`config.mk`:
```
export PLATFORM = sky130hd
export DESIGN_NAME = gpio_mmio_ctrl
export DESIGN_NICKNAME = d
export VERILOG_FILES = /design/src/rtl/gpio_pkg.sv /design/src/rtl/gpio_addr_dec.sv /design/src/rtl/gpio_mode_bank.sv /design/src/rtl/gpio_out_latch.sv /design/src/rtl/gpio_in_sync.sv /design/src/rtl/gpio_mmio_ctrl.sv
export SDC_FILE = /design/constraint.sdc
export NUM_CORES = 1
export LEC_CHECK = 0
export ABC_CLOCK_PERIOD_IN_PS = 2900
export CORE_MARGIN = 5
export CORE_UTILIZATION = 63
export DETAILED_ROUTE_END_ITERATION = 10
export DONT_BUFFER_PORTS = 1
export GPL_ROUTABILITY_DRIVEN = 1
export PLACE_DENSITY = 0.87
export SLEW_MARGIN = 20
export SYNTH_ARGS = -nofsm -noshare
export SYNTH_HDL_FRONTEND = slang
export SYNTH_SLANG_ARGS = --single-unit
```
`constraint.sdc`:
```
create_clock -name clk -period 2.9 [get_ports clk]
set_input_delay 0.145 -clock clk [delete_from_list [all_inputs] [get_ports clk]]
set_output_delay 0.145 -clock clk [all_outputs]
set_load 0.01 [all_outputs]
```
`src/rtl/gpio_pkg.sv`:
```
package gpio_pkg;
   typedef enum logic [2:0] {
      RK_NONE,
      RK_MODE,
      RK_RAISE,
      RK_LOWER,
      RK_LEVEL
   } reg_kind_e;

   typedef struct packed {
      reg_kind_e  kind;
      logic [2:0] idx;
   } reg_dec_t;

   localparam logic [2:0] MODE_INPUT  = 3'b000;
   localparam logic [2:0] MODE_OUTPUT = 3'b001;

   localparam int PINS_PER_WORD = 10;
   localparam int PINS_PER_BANK = 32;
   localparam int MAX_MODE_WORDS = 6;
   localparam int MAX_BANKS      = 2;

   localparam int MODE_WORD0  = 0;
   localparam int RAISE_WORD0 = 7;
   localparam int LOWER_WORD0 = 10;
   localparam int LEVEL_WORD0 = 13;
endpackage

```
`src/rtl/gpio_addr_dec.sv`:
```
module gpio_addr_dec
   import gpio_pkg::*;
#(
   parameter logic [31:0] BASE_ADDR  = 32'hFE20_0000,
   parameter int          MODE_WORDS = 6,
   parameter int          BANKS      = 2
) (
   input  logic [31:0] addr,
   output reg_dec_t    dec
);
   localparam int WORD_W = 6;

   logic              in_window;
   logic [WORD_W-1:0] word;

   assign in_window = (addr[31:8] == BASE_ADDR[31:8]);
   assign word      = addr[7:2];

   always_comb begin
      dec.kind = RK_NONE;
      dec.idx  = '0;
      if (in_window) begin
         if (word < WORD_W'(MODE_WORD0 + MODE_WORDS)) begin
            dec.kind = RK_MODE;
            dec.idx  = 3'(word - WORD_W'(MODE_WORD0));
         end else if (word >= WORD_W'(RAISE_WORD0) &&
                      word <  WORD_W'(RAISE_WORD0 + BANKS)) begin
            dec.kind = RK_RAISE;
            dec.idx  = 3'(word - WORD_W'(RAISE_WORD0));
         end else if (word >= WORD_W'(LOWER_WORD0) &&
                      word <  WORD_W'(LOWER_WORD0 + BANKS)) begin
            dec.kind = RK_LOWER;
            dec.idx  = 3'(word - WORD_W'(LOWER_WORD0));
         end else if (word >= WORD_W'(LEVEL_WORD0) &&
                      word <  WORD_W'(LEVEL_WORD0 + BANKS)) begin
            dec.kind = RK_LEVEL;
            dec.idx  = 3'(word - WORD_W'(LEVEL_WORD0));
         end
      end
   end
endmodule

```
`src/rtl/gpio_mode_bank.sv`:
```
module gpio_mode_bank
   import gpio_pkg::*;
#(
   parameter int NUM_PINS   = 54,
   parameter int MODE_WORDS = 6
) (
   input  logic                     clk,
   input  logic                     rst_n,
   input  logic                     we,
   input  logic [2:0]               idx,
   input  logic [31:0]              wdata,
   output logic [MODE_WORDS*32-1:0] word_rd,
   output logic [NUM_PINS-1:0]      oe
);
   logic [3*NUM_PINS-1:0] mode_q;

   always_ff @(posedge clk) begin
      if (!rst_n) begin
         mode_q <= '0;
      end else if (we) begin
         for (int n = 0; n < NUM_PINS; n++) begin
            if (idx == 3'(n / PINS_PER_WORD))
               mode_q[3*n +: 3] <= wdata[3*(n % PINS_PER_WORD) +: 3];
         end
      end
   end

   for (genvar w = 0; w < MODE_WORDS; w++) begin : g_word
      assign word_rd[32*w+30 +: 2] = 2'b00;
      for (genvar p = 0; p < PINS_PER_WORD; p++) begin : g_slot
         if (w*PINS_PER_WORD + p < NUM_PINS) begin : g_live
            assign word_rd[32*w+3*p +: 3] = mode_q[3*(w*PINS_PER_WORD+p) +: 3];
         end else begin : g_empty
            assign word_rd[32*w+3*p +: 3] = 3'b000;
         end
      end
   end

   for (genvar n = 0; n < NUM_PINS; n++) begin : g_pin
      localparam int W = n / PINS_PER_WORD;
      localparam int L = 3 * (n % PINS_PER_WORD);

      assign oe[n] = (mode_q[3*n +: 3] == MODE_OUTPUT);

      // an output code enables the driver from the next edge
      a_r3_output_enables: assert property (@(posedge clk) disable iff (!rst_n)
         (we && idx == 3'(W) && wdata[L +: 3] == MODE_OUTPUT) |=> oe[n]);

      // input and alternate codes disable the driver
      a_r3_other_disables: assert property (@(posedge clk) disable iff (!rst_n)
         (we && idx == 3'(W) && wdata[L +: 3] != MODE_OUTPUT) |=> !oe[n]);
   end
endmodule

```
`src/rtl/gpio_out_latch.sv`:
```
module gpio_out_latch #(
   parameter int NUM_PINS = 54
) (
   input  logic                clk,
   input  logic                rst_n,
   input  logic [NUM_PINS-1:0] raise_mask,
   input  logic [NUM_PINS-1:0] lower_mask,
   output logic [NUM_PINS-1:0] q
);
   always_ff @(posedge clk) begin
      if (!rst_n) q <= '0;
      else        q <= (q | raise_mask) & ~lower_mask;
   end

   for (genvar n = 0; n < NUM_PINS; n++) begin : g_chk
      // a raise bit without a lower bit drives the pin high
      a_r4_raise_high: assert property (@(posedge clk) disable iff (!rst_n)
         (raise_mask[n] && !lower_mask[n]) |=> q[n]);

      // a lower bit drives the pin low and wins over a raise bit
      a_r5_lower_low: assert property (@(posedge clk) disable iff (!rst_n)
         lower_mask[n] |=> !q[n]);

      // no strobe bit leaves the latch alone
      a_r6_zero_holds: assert property (@(posedge clk) disable iff (!rst_n)
         (!raise_mask[n] && !lower_mask[n]) |=> $stable(q[n]));
   end
endmodule

```
`src/rtl/gpio_in_sync.sv`:
```
module gpio_in_sync #(
   parameter int NUM_PINS = 54,
   parameter int STAGES   = 2
) (
   input  logic                clk,
   input  logic                rst_n,
   input  logic [NUM_PINS-1:0] d,
   output logic [NUM_PINS-1:0] q
);
   if (STAGES < 2) begin : g_bad_stages
      $error("gpio_in_sync: STAGES must be at least 2");
   end

   logic [NUM_PINS-1:0] stage_q [STAGES];

   always_ff @(posedge clk) begin
      if (!rst_n) begin
         for (int s = 0; s < STAGES; s++) stage_q[s] <= '0;
      end else begin
         stage_q[0] <= d;
         for (int s = 1; s < STAGES; s++) stage_q[s] <= stage_q[s-1];
      end
   end

   assign q = stage_q[STAGES-1];

   if (STAGES == 2) begin : g_chk2
      logic [1:0] armed_cnt;
      always_ff @(posedge clk) begin
         if (!rst_n)                 armed_cnt <= '0;
         else if (armed_cnt != 2'd3) armed_cnt <= armed_cnt + 2'd1;
      end

      // the synchronised level trails the pin by two edges
      a_r7_two_flop_delay: assert property (@(posedge clk) disable iff (!rst_n)
         (armed_cnt >= 2'd2) |-> (q == $past(d, 2)));
   end
endmodule

```
`src/rtl/gpio_mmio_ctrl.sv`:
```
module gpio_mmio_ctrl
   import gpio_pkg::*;
#(
   parameter logic [31:0] BASE_ADDR   = 32'hFE20_0000,
   parameter int          NUM_PINS    = 54,
   parameter int          SYNC_STAGES = 2
) (
   input  logic                clk,
   input  logic                rst_n,
   input  logic [31:0]         bus_addr,
   input  logic                bus_we,
   input  logic                bus_rd,
   input  logic [31:0]         bus_wdata,
   output logic [31:0]         bus_rdata,
   input  logic [NUM_PINS-1:0] pin_in,
   output logic [NUM_PINS-1:0] pin_out,
   output logic [NUM_PINS-1:0] pin_oe
);
   localparam int MODE_WORDS = (NUM_PINS + PINS_PER_WORD - 1) / PINS_PER_WORD;
   localparam int BANKS      = (NUM_PINS + PINS_PER_BANK - 1) / PINS_PER_BANK;

   if (NUM_PINS < 1 || MODE_WORDS > MAX_MODE_WORDS || BANKS > MAX_BANKS) begin : g_bad_pins
      $error("gpio_mmio_ctrl: NUM_PINS must lie in 1..60");
   end
   if (BASE_ADDR[7:0] != 8'h00) begin : g_bad_base
      $error("gpio_mmio_ctrl: BASE_ADDR must be 256-byte aligned");
   end

   reg_dec_t dec;

   gpio_addr_dec #(
      .BASE_ADDR (BASE_ADDR),
      .MODE_WORDS(MODE_WORDS),
      .BANKS     (BANKS)
   ) dec_i (
      .addr(bus_addr),
      .dec (dec)
   );

   logic mode_we, raise_we, lower_we;
   assign mode_we  = bus_we && (dec.kind == RK_MODE);
   assign raise_we = bus_we && (dec.kind == RK_RAISE);
   assign lower_we = bus_we && (dec.kind == RK_LOWER);

   logic [MODE_WORDS*32-1:0] mode_rd;

   gpio_mode_bank #(
      .NUM_PINS  (NUM_PINS),
      .MODE_WORDS(MODE_WORDS)
   ) mode_i (
      .clk    (clk),
      .rst_n  (rst_n),
      .we     (mode_we),
      .idx    (dec.idx),
      .wdata  (bus_wdata),
      .word_rd(mode_rd),
      .oe     (pin_oe)
   );

   logic [NUM_PINS-1:0] raise_mask, lower_mask;

   for (genvar n = 0; n < NUM_PINS; n++) begin : g_mask
      assign raise_mask[n] = raise_we && (dec.idx == 3'(n / PINS_PER_BANK))
                             && bus_wdata[n % PINS_PER_BANK];
      assign lower_mask[n] = lower_we && (dec.idx == 3'(n / PINS_PER_BANK))
                             && bus_wdata[n % PINS_PER_BANK];
   end

   gpio_out_latch #(
      .NUM_PINS(NUM_PINS)
   ) latch_i (
      .clk       (clk),
      .rst_n     (rst_n),
      .raise_mask(raise_mask),
      .lower_mask(lower_mask),
      .q         (pin_out)
   );

   logic [NUM_PINS-1:0] level_q;

   gpio_in_sync #(
      .NUM_PINS(NUM_PINS),
      .STAGES  (SYNC_STAGES)
   ) sync_i (
      .clk  (clk),
      .rst_n(rst_n),
      .d    (pin_in),
      .q    (level_q)
   );

   logic [BANKS*32-1:0] level_rd;

   for (genvar b = 0; b < BANKS*32; b++) begin : g_level
      if (b < NUM_PINS) begin : g_live
         assign level_rd[b] = level_q[b];
      end else begin : g_empty
         assign level_rd[b] = 1'b0;
      end
   end

   logic [31:0] rd_val;

   always_comb begin
      rd_val = '0;
      case (dec.kind)
         RK_MODE: begin
            for (int w = 0; w < MODE_WORDS; w++)
               if (dec.idx == 3'(w)) rd_val = mode_rd[32*w +: 32];
         end
         RK_LEVEL: begin
            for (int k = 0; k < BANKS; k++)
               if (dec.idx == 3'(k)) rd_val = level_rd[32*k +: 32];
         end
         default: rd_val = '0;
      endcase
   end

   always_ff @(posedge clk) begin
      if (!rst_n)      bus_rdata <= '0;
      else if (bus_rd) bus_rdata <= rd_val;
   end

   // strobe registers read back as zero
   a_r6_strobe_reads_zero: assert property (@(posedge clk) disable iff (!rst_n)
      (bus_rd && (dec.kind == RK_RAISE || dec.kind == RK_LOWER)) |=> (bus_rdata == '0));

   // reads outside the window return zero
   a_r1_outside_reads_zero: assert property (@(posedge clk) disable iff (!rst_n)
      (bus_rd && bus_addr[31:8] != BASE_ADDR[31:8]) |=> (bus_rdata == '0));

   // unused offsets read as zero
   a_r8_unused_reads_zero: assert property (@(posedge clk) disable iff (!rst_n)
      (bus_rd && dec.kind == RK_NONE) |=> (bus_rdata == '0));

   // read data holds between reads
   a_r8_rdata_holds: assert property (@(posedge clk) disable iff (!rst_n)
      !bus_rd |=> $stable(bus_rdata));
endmodule

```
==> metrics.cfg, run 1 <==
[detailed_routing]
drtIter0Drc=1603
routed_via_density=6.34
num_vias=12537
antenna_violating_nets_post_route=0
drt_wl_total_um=43600
wl_per_cell_um=22.0
drtPass1Iterations=6
route.detailed.drc=0

[critical_path]
max_stage_delay_ns=0.58
critPathBufInv=3
endpoint_kind=flop
critPathKind=in2reg
cpMostUsedCell=a211oi_1
required_ns=3.32
critPathLaunchType=input port
crit_chain=inv_1 > ha_1 > nand2b_1 > a2111oi_1 > a211oi_1 > or4_1 > buf_4 > nand2_1 > nor3_1 > a211oi_1 > a21oi_1 > dlygate4sd3_1
critical_path.top_delay_family=compound AO/OA/AOI/OAI gates
cp_max_fo=15
cp_data_arrival_time_ns=3.16
cpMaxStageDelayCell=a2111oi_1

[placed_design]
place_hpwl_um=27600
place_area_mm2=0.0145
routabilityCongestion=0.962
portBuffers=0
pre_cts_slack_ns=-0.212

[clock_network]
htree_levels=2
clock_path_buffers=3
clk_pin_slew_ns=0.06
cts_setup_buffers=0
root_buffer=clkbuf_16
clkSinkCount=356
cts_buffers=36
clock_latency_ns=0.53
cts_tree=done

[sta]
fmax_mhz=365
worstMarginPinSlew_ns=0.820
setup_ws_ns=0.163
clock_skew_ns=0.0187
hold_viol=0
slew_viol_final=0
setup_tns_ns=0
setup-violations-final=0
rsz0062_at_grt=no
final.min_clock_period_ns=2.74
fin_crit_sh_pct=94.4
slew_headroom_pct=45.3

[floorplanning]
rows=54
die_h_um=159
die-area_mm2=0.0254
fp.coreArea_mm2=0.0219
io_pins=262
fp.dieW_um=159
start_util_pct=64.3

[run_status]
status=completed

[synth]
synthFlopType=dfxtp_1
synth.avg_cell_area_um2=8.69
yosys_warnings=0
synth_edf_count=0
syn_nets=1745
synth_cells=1619
yosys.cell_types.count=59
netlist_area_mm2=0.0141
synth.yosys.seq_area_share_pct=50.6
async_reset_ff_share_pct=0
ys_ff_latch=356

[global_routing]
grt_pass1_vias=12447
grt_max_degree=131
grt_remaining_overflow=0
grt_pass1_wl_um=69000
grt_use_total_pct=33.1
antenna_found_initial=0

[finish]
finalNetCount=1800
layout_common_cells=nand2_1 (368), dfxtp_1 (356), a21oi_1 (244), and2_1 (109), dlygate4sd3_1 (89)
num_antenna_cells=0
drive_above_1_share_pct=9.83
syn_to_final_growth_pct=18.8
final_cell_area_mm2=0.0167
mostFrequentLayoutCell=nand2_1

[pwr]
p_total_mw=10.4
ir_worst_vdd_mv=0.622
p_leak_nw=5.67
power_density_mw_per_mm2=620

[job]
cap_violations=0

[min_path]
hold_class=in2reg

==> synthesized netlist by cell type, types with 2 or more instances <==
library cell  number  area, um2
nand2b_1           3       18.8
a211o_1            9       78.8
and4b_1            2       20.0
dfxtp_1          356       7130
o21ai_0           28        140
a21oi_1          245       1230
nor4_1            10       62.6
a211oi_1          59        443
nor2b_1           10       62.6
a221o_1            6       60.1
a311oi_1           9       78.8
inv_2              2       7.51
nor2_1            41        154
ha_1               4       50.1
buf_2             26        130
clkbuf_1         111        417
o211ai_1           2       15.0
inv_1              4       15.0
a22o_1             3       26.3
mux2i_1           42        420
a31oi_1           10       62.6
nand2_1          368       1380
o221a_1            8       90.1
or4_1              4       30.0
o22ai_1            3       18.8
nor3b_1           53        398
mux4_2             6        135
and2_1           109        682
o21a_1             2       15.0
nand4_1            5       31.3
nand3_1            8       40.0
nand4b_1           3       26.3
nor3_1             9       45.0
and3_1            11       68.8
o221ai_1           9       78.8
mux2_2            16        180
==> state kept, by name, indices dropped and copies added, names as in the netlist <==
name            cells
bus_rdata          32
latch_i.q          54
mode_i.mode_q     162
sync_i.stage_q    108
==> where the power goes <==
| part | internal (mW) | switching [mW] |
|---|---|---|
| sequential | 4.97 | 0.0438 |
| clock | 2.96 | 1.96 |
| combinational | 0.181 | 0.245 |
==> cells by family (layout without fill, tap and decap cells) <==
logic type,after synthesis,in the layout,synth area share (%)
DFF,356,356,50.6
and+or+nand+nor,645,645,22.2
adders and majority gates,4,4,0.356
buffers and inverters,145,225,4.15
muxes,64,64,5.23
AOI/OAI and AO/OA,405,405,17.4
==> repair_timing <==
action,in CTS,in global routing
hold buffers,91,0
setup endpoints to repair,0,2
endpoints found under the hold margin,353,0
gates resized for setup,0,2
==> cell type report <==
class                   count  area (um2)
inverters                   6        27.5
multi-input cells        1118        6420
clock buffers              49        1030
flip-flops and latches    356        7130
fillers                  1364        5180
well taps                 280         350
repair buffers            156        1530
clock inverters            14         231
==> metrics by stage <==
stage / hold slack [ns] / cells / util, %
3_3_place_gp: 0.244 / 1825 / 66.2
4_1_cts: 0.00617 / 1979 / 76.3
2_1_floorplan: 0.242 / 1619 / -
3_5_place_dp: 0.246 / 1825 / 66.2
6_report: 0.0194 / 1979 / 76.3
5_1_grt: 0.0329 / 1979 / 76.3
==> path summary, 6_finish.rpt <==
check                                           end  cells past startpoint  slack (ns)                              from
setup reg to reg          bus_rdata[8]$_SDFFE_PN0P_                      5        1.11    mode_i.mode_q[98]$_SDFFE_PN0P_
hold / removal      mode_i.mode_q[152]$_SDFFE_PN0P_                      4        0.02                            bus_we
hold reg to reg   sync_i.stage_q[0][101]$_SDFF_PN0_                      1        0.43  sync_i.stage_q[0][47]$_SDFF_PN0_
setup / recovery          bus_rdata[8]$_SDFFE_PN0P_                     12        0.16                       bus_addr[4]
==> worst min-delay path: stages <==
cell	delay [ns]
nand3_1	0.04
buf_4	0.18
nand2_1	0.07
a21oi_1	0.05
==> per-layer routing <==
metal | wire (um) | share of wire (%) | global-route usage [%] | vias to the layer above
met1 | 15700 | 36 | 39.7 | 5948
li1 | - | - | - | 5685
met2 | 20700 | 48 | 54.9 | 709
met4 | 2210 | 5.1 | 15.0 | 0
met3 | 5000 | 11 | 9.91 | 195
met5 | 0 | 0 | 0 | -
Note: power is estimated with default switching activity, not from simulation.
==> inputs of run 2 (changes only) <==
--- a/config.mk
+++ b/config.mk
@@ -12,6 +12,7 @@
 export DONT_BUFFER_PORTS = 1
 export GPL_ROUTABILITY_DRIVEN = 1
 export PLACE_DENSITY = 0.87
+export RECOVER_POWER = 25
 export SLEW_MARGIN = 20
 export SYNTH_ARGS = -nofsm -noshare
 export SYNTH_HDL_FRONTEND = slang
==> run 2 against run 1 <==
Effect of this change:
- register-to-register slack about the same
- power about the same
- sequential power about the same
- critical path type unchanged
- utilization unchanged
==> metrics.cfg, run 2 (same netlist as run 1, synthesis figures left out) <==
[critical_path]
cpMaxStageDelayCell=a2111oi_1
cp_data_arrival_time_ns=3.15  ; about the same
endpoint_kind=flop
required_ns=3.32  ; about the same
max_stage_delay_ns=0.58  ; about the same
cpMostUsedCell=a211oi_1
critPathKind=in2reg
crit_chain=inv_1 > ha_1 > nand2b_1 > a2111oi_1 > a211oi_1 > or4_1 > buf_4 > nand2_1 > nor3_1 > a211oi_1 > a21oi_1 > dlygate4sd3_1
cp_max_fo=15  ; unchanged
critPathLaunchType=input port

[global_routing]
grt_max_degree=131  ; unchanged
antenna_found_initial=0  ; unchanged
grt_remaining_overflow=0  ; unchanged
grt_use_total_pct=33.1  ; unchanged
grt_pass1_vias=12447  ; unchanged
grt_pass1_wl_um=69000  ; unchanged

[floorplanning]
fp.dieW_um=159  ; unchanged
rows=54  ; unchanged
fp.coreArea_mm2=0.0219  ; unchanged
die_h_um=159  ; unchanged
die-area_mm2=0.0254  ; unchanged
io_pins=262  ; unchanged
start_util_pct=64.3  ; unchanged

[clock_network]
cts_setup_buffers=0  ; unchanged
htree_levels=2  ; unchanged
clock_path_buffers=3  ; unchanged
root_buffer=clkbuf_16
cts_buffers=36  ; unchanged
clkSinkCount=356  ; unchanged
cts_tree=done
clk_pin_slew_ns=0.06  ; about the same
clock_latency_ns=0.53  ; about the same

[sta]
hold_viol=0  ; unchanged
fmax_mhz=365  ; about the same
rsz0062_at_grt=no
setup-violations-final=0  ; unchanged
final.min_clock_period_ns=2.74  ; -0.000363 ns
slew_headroom_pct=45.3  ; about the same
setup_ws_ns=0.164  ; +0.000363 ns
slew_viol_final=0  ; unchanged
setup_tns_ns=0  ; unchanged
worstMarginPinSlew_ns=0.821  ; +0.000678 ns
fin_crit_sh_pct=94.4  ; about the same
holdWs_ns=0.0217  ; +0.00228 ns
clock_skew_ns=0.0189  ; +0.000161 ns

[detailed_routing]
route.detailed.drc=0  ; unchanged
routed_via_density=6.35  ; +0.16%
wl_per_cell_um=22.0  ; -0.10%
drtPass1Iterations=5  ; -1
drt_wl_total_um=43600  ; -0.10%
num_vias=12557  ; +0.16%
drtIter0Drc=1480  ; -7.7%
antenna_violating_nets_post_route=0  ; unchanged

[pwr]
p_leak_nw=5.61  ; -0.94%
swShare_pct=21.7  ; about the same
pwr-share-clk_pct=47.5  ; about the same
power_frac_comb_pct=4.1  ; about the same
p_switching_mw=2.25  ; -0.10%
pwr-share-seq_pct=48.5  ; about the same
intPower_mw=8.11  ; about the same
power_density_mw_per_mm2=620  ; about the same
ir_worst_vdd_mv=0.622  ; about the same

[job]
cap_violations=0  ; unchanged

[placed_design]
portBuffers=0  ; unchanged
routabilityCongestion=0.962  ; unchanged
place_hpwl_um=27600  ; unchanged
pre_cts_slack_ns=-0.212  ; unchanged
place_area_mm2=0.0145  ; unchanged

[finish]
mostFrequentLayoutCell=nand2_1
final_util_pct=76.3  ; unchanged
final_cell_area_mm2=0.0167  ; unchanged
top_register=mode_i.mode_q
finalNetCount=1800  ; unchanged
layout_common_cells=nand2_1 (368), dfxtp_1 (356), a21oi_1 (244), dlygate4sd3_1 (89), and2_0 (66)
num_antenna_cells=0  ; unchanged
syn_to_final_growth_pct=18.8  ; unchanged
largest_reg_flops=162  ; unchanged
fill_cells=1364  ; unchanged
drive_above_1_share_pct=9.83  ; unchanged
top_regs=mode_i.mode_q: 162 flops, sync_i.stage_q: 108 flops, latch_i.q: 54 flops

[run_status]
status=completed

[min_path]
hold_class=in2reg

## run 2: worst paths after layout
| kind | from | endpoint | slack, ns | depth (start not counted) |
|---|---|---|---|---|
| max | bus_addr[4] | bus_rdata[8]$_SDFFE_PN0P_ | 0.16 | 12 |
| min | bus_we | mode_i.mode_q[158]$_SDFFE_PN0P_ | 0.02 | 4 |
| max reg2reg | mode_i.mode_q[98]$_SDFFE_PN0P_ | bus_rdata[8]$_SDFFE_PN0P_ | 1.12 | 5 |
| min reg2reg | sync_i.stage_q[0][47]$_SDFF_PN0_ | sync_i.stage_q[0][101]$_SDFF_PN0_ | 0.43 | 1 |
## run 2: cell type report
class / instances / area [um2] / share of cell area [%]
sequential: 356 / 7130 / 42.6
multi-input combinational: 1118 / 6420 / 38.4
timing repair buffer: 156 / 1530 / 9.13
clock buffer: 49 / 1030 / 6.16
tap: 280 / 350 / 2.10
clock inverter: 14 / 231 / 1.38
inverter: 6 / 27.5 / 0.165
## run 2: through the flow
stage	total power [mW]	instances
after floorplan	5.34	1619
after global routing	10.6	1979
final	10.4	1979
after detailed placement	5.34	1825
after global placement	5.33	1825
after CTS	10.3	1979
## run 2: power groups by stage
| stage | logic (mW) | registers [mW] | clock network, mW |
|---|---|---|---|
| after floorplan | 0.233 | 5.11 | 0 |
| after global placement | 0.212 | 5.12 | 0 |
| after detailed placement | 0.217 | 5.12 | 0 |
| after CTS | 0.410 | 5.02 | 4.92 |
| after global routing | 0.453 | 5.03 | 5.16 |
| final | 0.422 | 5.02 | 4.92 |
## run 2: routing by layer
layer / global-route usage, % / vias to the layer above / routed length [um]
li1: - / 5680 / -
met1: 39.7 / 5933 / 15500
met2: 54.9 / 764 / 20800
met3: 9.91 / 180 / 5200
met4: 15.0 / 0 / 2110
met5: 0 / - / 0
## run 2: repair_timing
item | in CTS | in global routing
endpoints found under the setup margin | 0 | 2
gates resized for setup | 0 | 2
hold buffers | 91 | 0
endpoints found under the hold margin | 353 | 0
## run 2: worst max-delay path, delay by kind of cell
kind | cells | cell delay (ns)
compound gates | 4 | 1.15
fa+ha+maj | 1 | 0.14
simple gates | 4 | 0.84
buf+inv | 3 | 0.86
==> inputs of run 3 (changes only) <==
--- a/config.mk
+++ b/config.mk
@@ -5,13 +5,13 @@
 export SDC_FILE = /design/constraint.sdc
 export NUM_CORES = 1
 export LEC_CHECK = 0
-export ABC_CLOCK_PERIOD_IN_PS = 2900
+export ABC_CLOCK_PERIOD_IN_PS = 2700
 export CORE_MARGIN = 5
-export CORE_UTILIZATION = 63
+export CORE_UTILIZATION = 55
 export DETAILED_ROUTE_END_ITERATION = 10
 export DONT_BUFFER_PORTS = 1
 export GPL_ROUTABILITY_DRIVEN = 1
-export PLACE_DENSITY = 0.87
+export PLACE_DENSITY = 0.78
 export RECOVER_POWER = 25
 export SLEW_MARGIN = 20
 export SYNTH_ARGS = -nofsm -noshare
==> constraint.sdc (replaced) <==
create_clock -name clk -period 2.7 [get_ports clk]
set_input_delay 0.135 -clock clk [delete_from_list [all_inputs] [get_ports clk]]
set_output_delay 0.135 -clock clk [all_outputs]
set_load 0.01 [all_outputs]
==> run 3 against run 2 <==
Effect of this change:
- first-iteration DRC count fell by 24%
- clock skew decreased by 0.0051 ns
- combinational power up 14%
- via count shrank 2.3%
- sequential share of layout area fell by 0.92 points
- register-to-register slack got worse by 0.25 ns
- non-clock buffer count is 19 higher
- largest power group unchanged
==> metrics.cfg, run 3 (same netlist as run 1, synthesis figures left out) <==
[sta]
clock_skew_ns=0.0138  ; -0.00509 ns
setup_ws_ns=0.0854  ; -0.0784 ns
holdWs_ns=0.0121  ; -0.00961 ns
final.min_clock_period_ns=2.61
worstMarginPinSlew_ns=0.914  ; +0.0933 ns
setup-violations-final=0  ; unchanged
hold_viol=0  ; unchanged
fmax_mhz=382
slew_viol_final=0  ; unchanged
slew_headroom_pct=38.6  ; -6.6 points
fin_crit_sh_pct=96.8

[detailed_routing]
wl_per_cell_um=21.0  ; -4.6%
dr_wl_met2_um=20100  ; -3.6%
drtIter0Drc=1122  ; -24%
drt_wl_total_um=43100  ; -1.1%
drtPass1Iterations=5  ; unchanged
routed.top_layer=met5
route.detailed.drc=0  ; unchanged
num_vias=12267  ; -2.3%
routed-wl-met3_um=4840  ; -7.0%
wl_met1_um=16200  ; +4.9%
routed_via_density=5.98  ; -5.7%
antenna_violating_nets_post_route=0  ; unchanged

[critical_path]
cp_data_arrival_time_ns=3.03  ; -0.12 ns
critPathBufInv=4  ; +1
ff2ff_path_depth=4  ; -1
critPathKind=in2reg
crit_chain=inv_1 > ha_1 > nand2b_1 > o21ai_1 > a32o_1 > o211a_4 > buf_12 > mux2i_2 > o22ai_1 > a211oi_2 > buf_4 > a21oi_1 > dlygate4sd3_1
critical_path.top_delay_family=compound AO/OA/AOI/OAI gates
r2r_slack_ns=0.87  ; -0.25 ns
cpMaxStageDelayCell=dlygate4sd3_1
cp_max_fo=21  ; +6
reg2reg_from=mode_i.mode_q[97]$_SDFFE_PN0P_
worstReg2RegEnd=bus_rdata[7]$_SDFFE_PN0P_
max_stage_delay_ns=0.56  ; -0.02 ns
required_ns=3.11  ; -0.21 ns
critPathLaunchType=input port
endpoint_kind=flop

[floorplanning]
die_h_um=170  ; +6.6%
rows=58  ; +7.4%
die-area_mm2=0.0289  ; +14%
fp.dieW_um=170  ; +6.6%
start_util_pct=55.9  ; -8.4 points
io_pins=262  ; unchanged
fp.coreArea_mm2=0.0252  ; +15%

[placed_design]
place_area_mm2=0.0148  ; +1.8%
routabilityCongestion=0.883  ; -8.2%
place_hpwl_um=27400  ; -0.64%
pre_cts_slack_ns=-0.381  ; -0.169 ns
portBuffers=0  ; unchanged

[clock_network]
cts_buffers=37  ; +2.8%
root_buffer=clkbuf_16
htree_levels=2  ; unchanged
clk_pin_slew_ns=0.06  ; about the same
clock_path_buffers=3  ; unchanged
cts_tree=done
clkSinkCount=356  ; unchanged
cts_setup_buffers=0  ; unchanged
clock_latency_ns=0.52  ; about the same

[finish]
layout_common_cells=nand2_1 (368), dfxtp_1 (356), a21oi_1 (244), dlygate4sd3_1 (90), and2_0 (77)
mostFrequentLayoutCell=nand2_1
largest_reg_flops=162  ; unchanged
top_regs=mode_i.mode_q: 162 flops, sync_i.stage_q: 108 flops, latch_i.q: 54 flops
drive_above_1_share_pct=11.2  ; +1.4 points
finalNetCount=1820  ; +1.1%
fill_cells=1896  ; +39%
num_antenna_cells=0  ; unchanged
final_util_pct=67.8  ; -8.5 points
final_cell_area_mm2=0.0171  ; +2.2%
top_register=mode_i.mode_q
syn_to_final_growth_pct=21.4

[global_routing]
grt_pass1_wl_um=66000  ; -4.4%
grt_pass1_vias=11981  ; -3.7%
grt_remaining_overflow=0  ; unchanged
antenna_found_initial=2  ; +2
grt_max_degree=132  ; +0.76%
grt_use_total_pct=28.5  ; -4.6 points

[pwr]
p_total_mw=11.2  ; +8.3%
swShare_pct=21.5  ; -0.20 points
p_switching_mw=2.41  ; +7.3%
power_frac_comb_pct=4.3  ; +0.2 points
power_density_mw_per_mm2=657  ; +6.0%
intPower_mw=8.81  ; +8.6%
pwr-share-seq_pct=48.0  ; -0.5 points
ir_worst_vdd_mv=0.688  ; +11%
pwr-share-clk_pct=47.7  ; +0.2 points
p_leak_nw=5.73  ; +2.1%

[job]
cap_violations=0  ; unchanged

[min_path]
whs_endpoint=mode_i.mode_q[161]$_SDFFE_PN0P_
hp-start=bus_we
hold_depth=4  ; unchanged
hold_class=in2reg

[run_status]
status=completed

## run 3: cell count changes in the layout (fill, tap and decap cells not counted), sizes merged
cell / delta
clkinv: +1
inv: -1
buf: +17
clkbuf: +3
dlygate4sd3: +1
## run 3: final cells by class
type                       instances  area [um2]  area share [%]
clock buffer                      51        1070            6.26
multi-input combinational       1118        6470            37.9
sequential                       356        7130            41.7
timing repair buffer             175        1760            10.3
clock inverter                    14         213            1.25
inverter                           6        27.5           0.161
tap                              330         413            2.42
## run 3: how the worst max path moves through the flow
stage | start | end | slack (ns) | depth (start not counted)
final | bus_addr[3] | bus_rdata[6]$_SDFFE_PN0P_ | 0.09 | 13
after global routing | bus_addr[3] | bus_rdata[6]$_SDFFE_PN0P_ | -0.05 | 13
after CTS | bus_addr[4] | bus_rdata[6]$_SDFFE_PN0P_ | 0.05 | 13
after detailed placement | bus_addr[4] | bus_rdata[7]$_SDFFE_PN0P_ | -0.38 | 11
after global placement | bus_addr[4] | bus_rdata[7]$_SDFFE_PN0P_ | -0.30 | 11
after floorplan | bus_addr[3] | bus_rdata[10]$_SDFFE_PN0P_ | 0.11 | 11
## run 3: power groups by stage
stage               sequential [mW]  clock, mW  combinational (mW)
finish                         5.39       5.35               0.482
global route                   5.40       5.64               0.517
CTS                            5.39       5.37               0.462
detailed placement             5.50          0               0.250
global placement               5.50          0               0.246
floorplan                      5.49          0               0.250
## run 3: timing repair
action | 4_1_cts | 5_1_grt
gates resized for setup | 0 | 11
hold buffers | 92 | 0
endpoints found under the hold margin | 356 | 0
setup endpoints to repair | 0 | 3
## run 3: layer usage
metal | vias to the layer above | global-route usage [%]
met1 | 5793 | 35.3
met3 | 122 | 8.62
met2 | 625 | 46.6
met5 | - | 0
met4 | 4 | 11.7
li1 | 5723 | -
## run 3: worst reg2reg max path: cells and delay by family (launching register included)
kind            cells  cell delay (ns)
compound gates      3             1.26
flops               1             0.36
mux                 1             0.17
## run 3: per-stage QoR
stage	TNS [ns]	std cells
finish	0	2050
global route	-0.0489	2050
CTS	0	2049
detailed placement	-2.35	1892
global placement	-1.88	1892
floorplan	0	1619
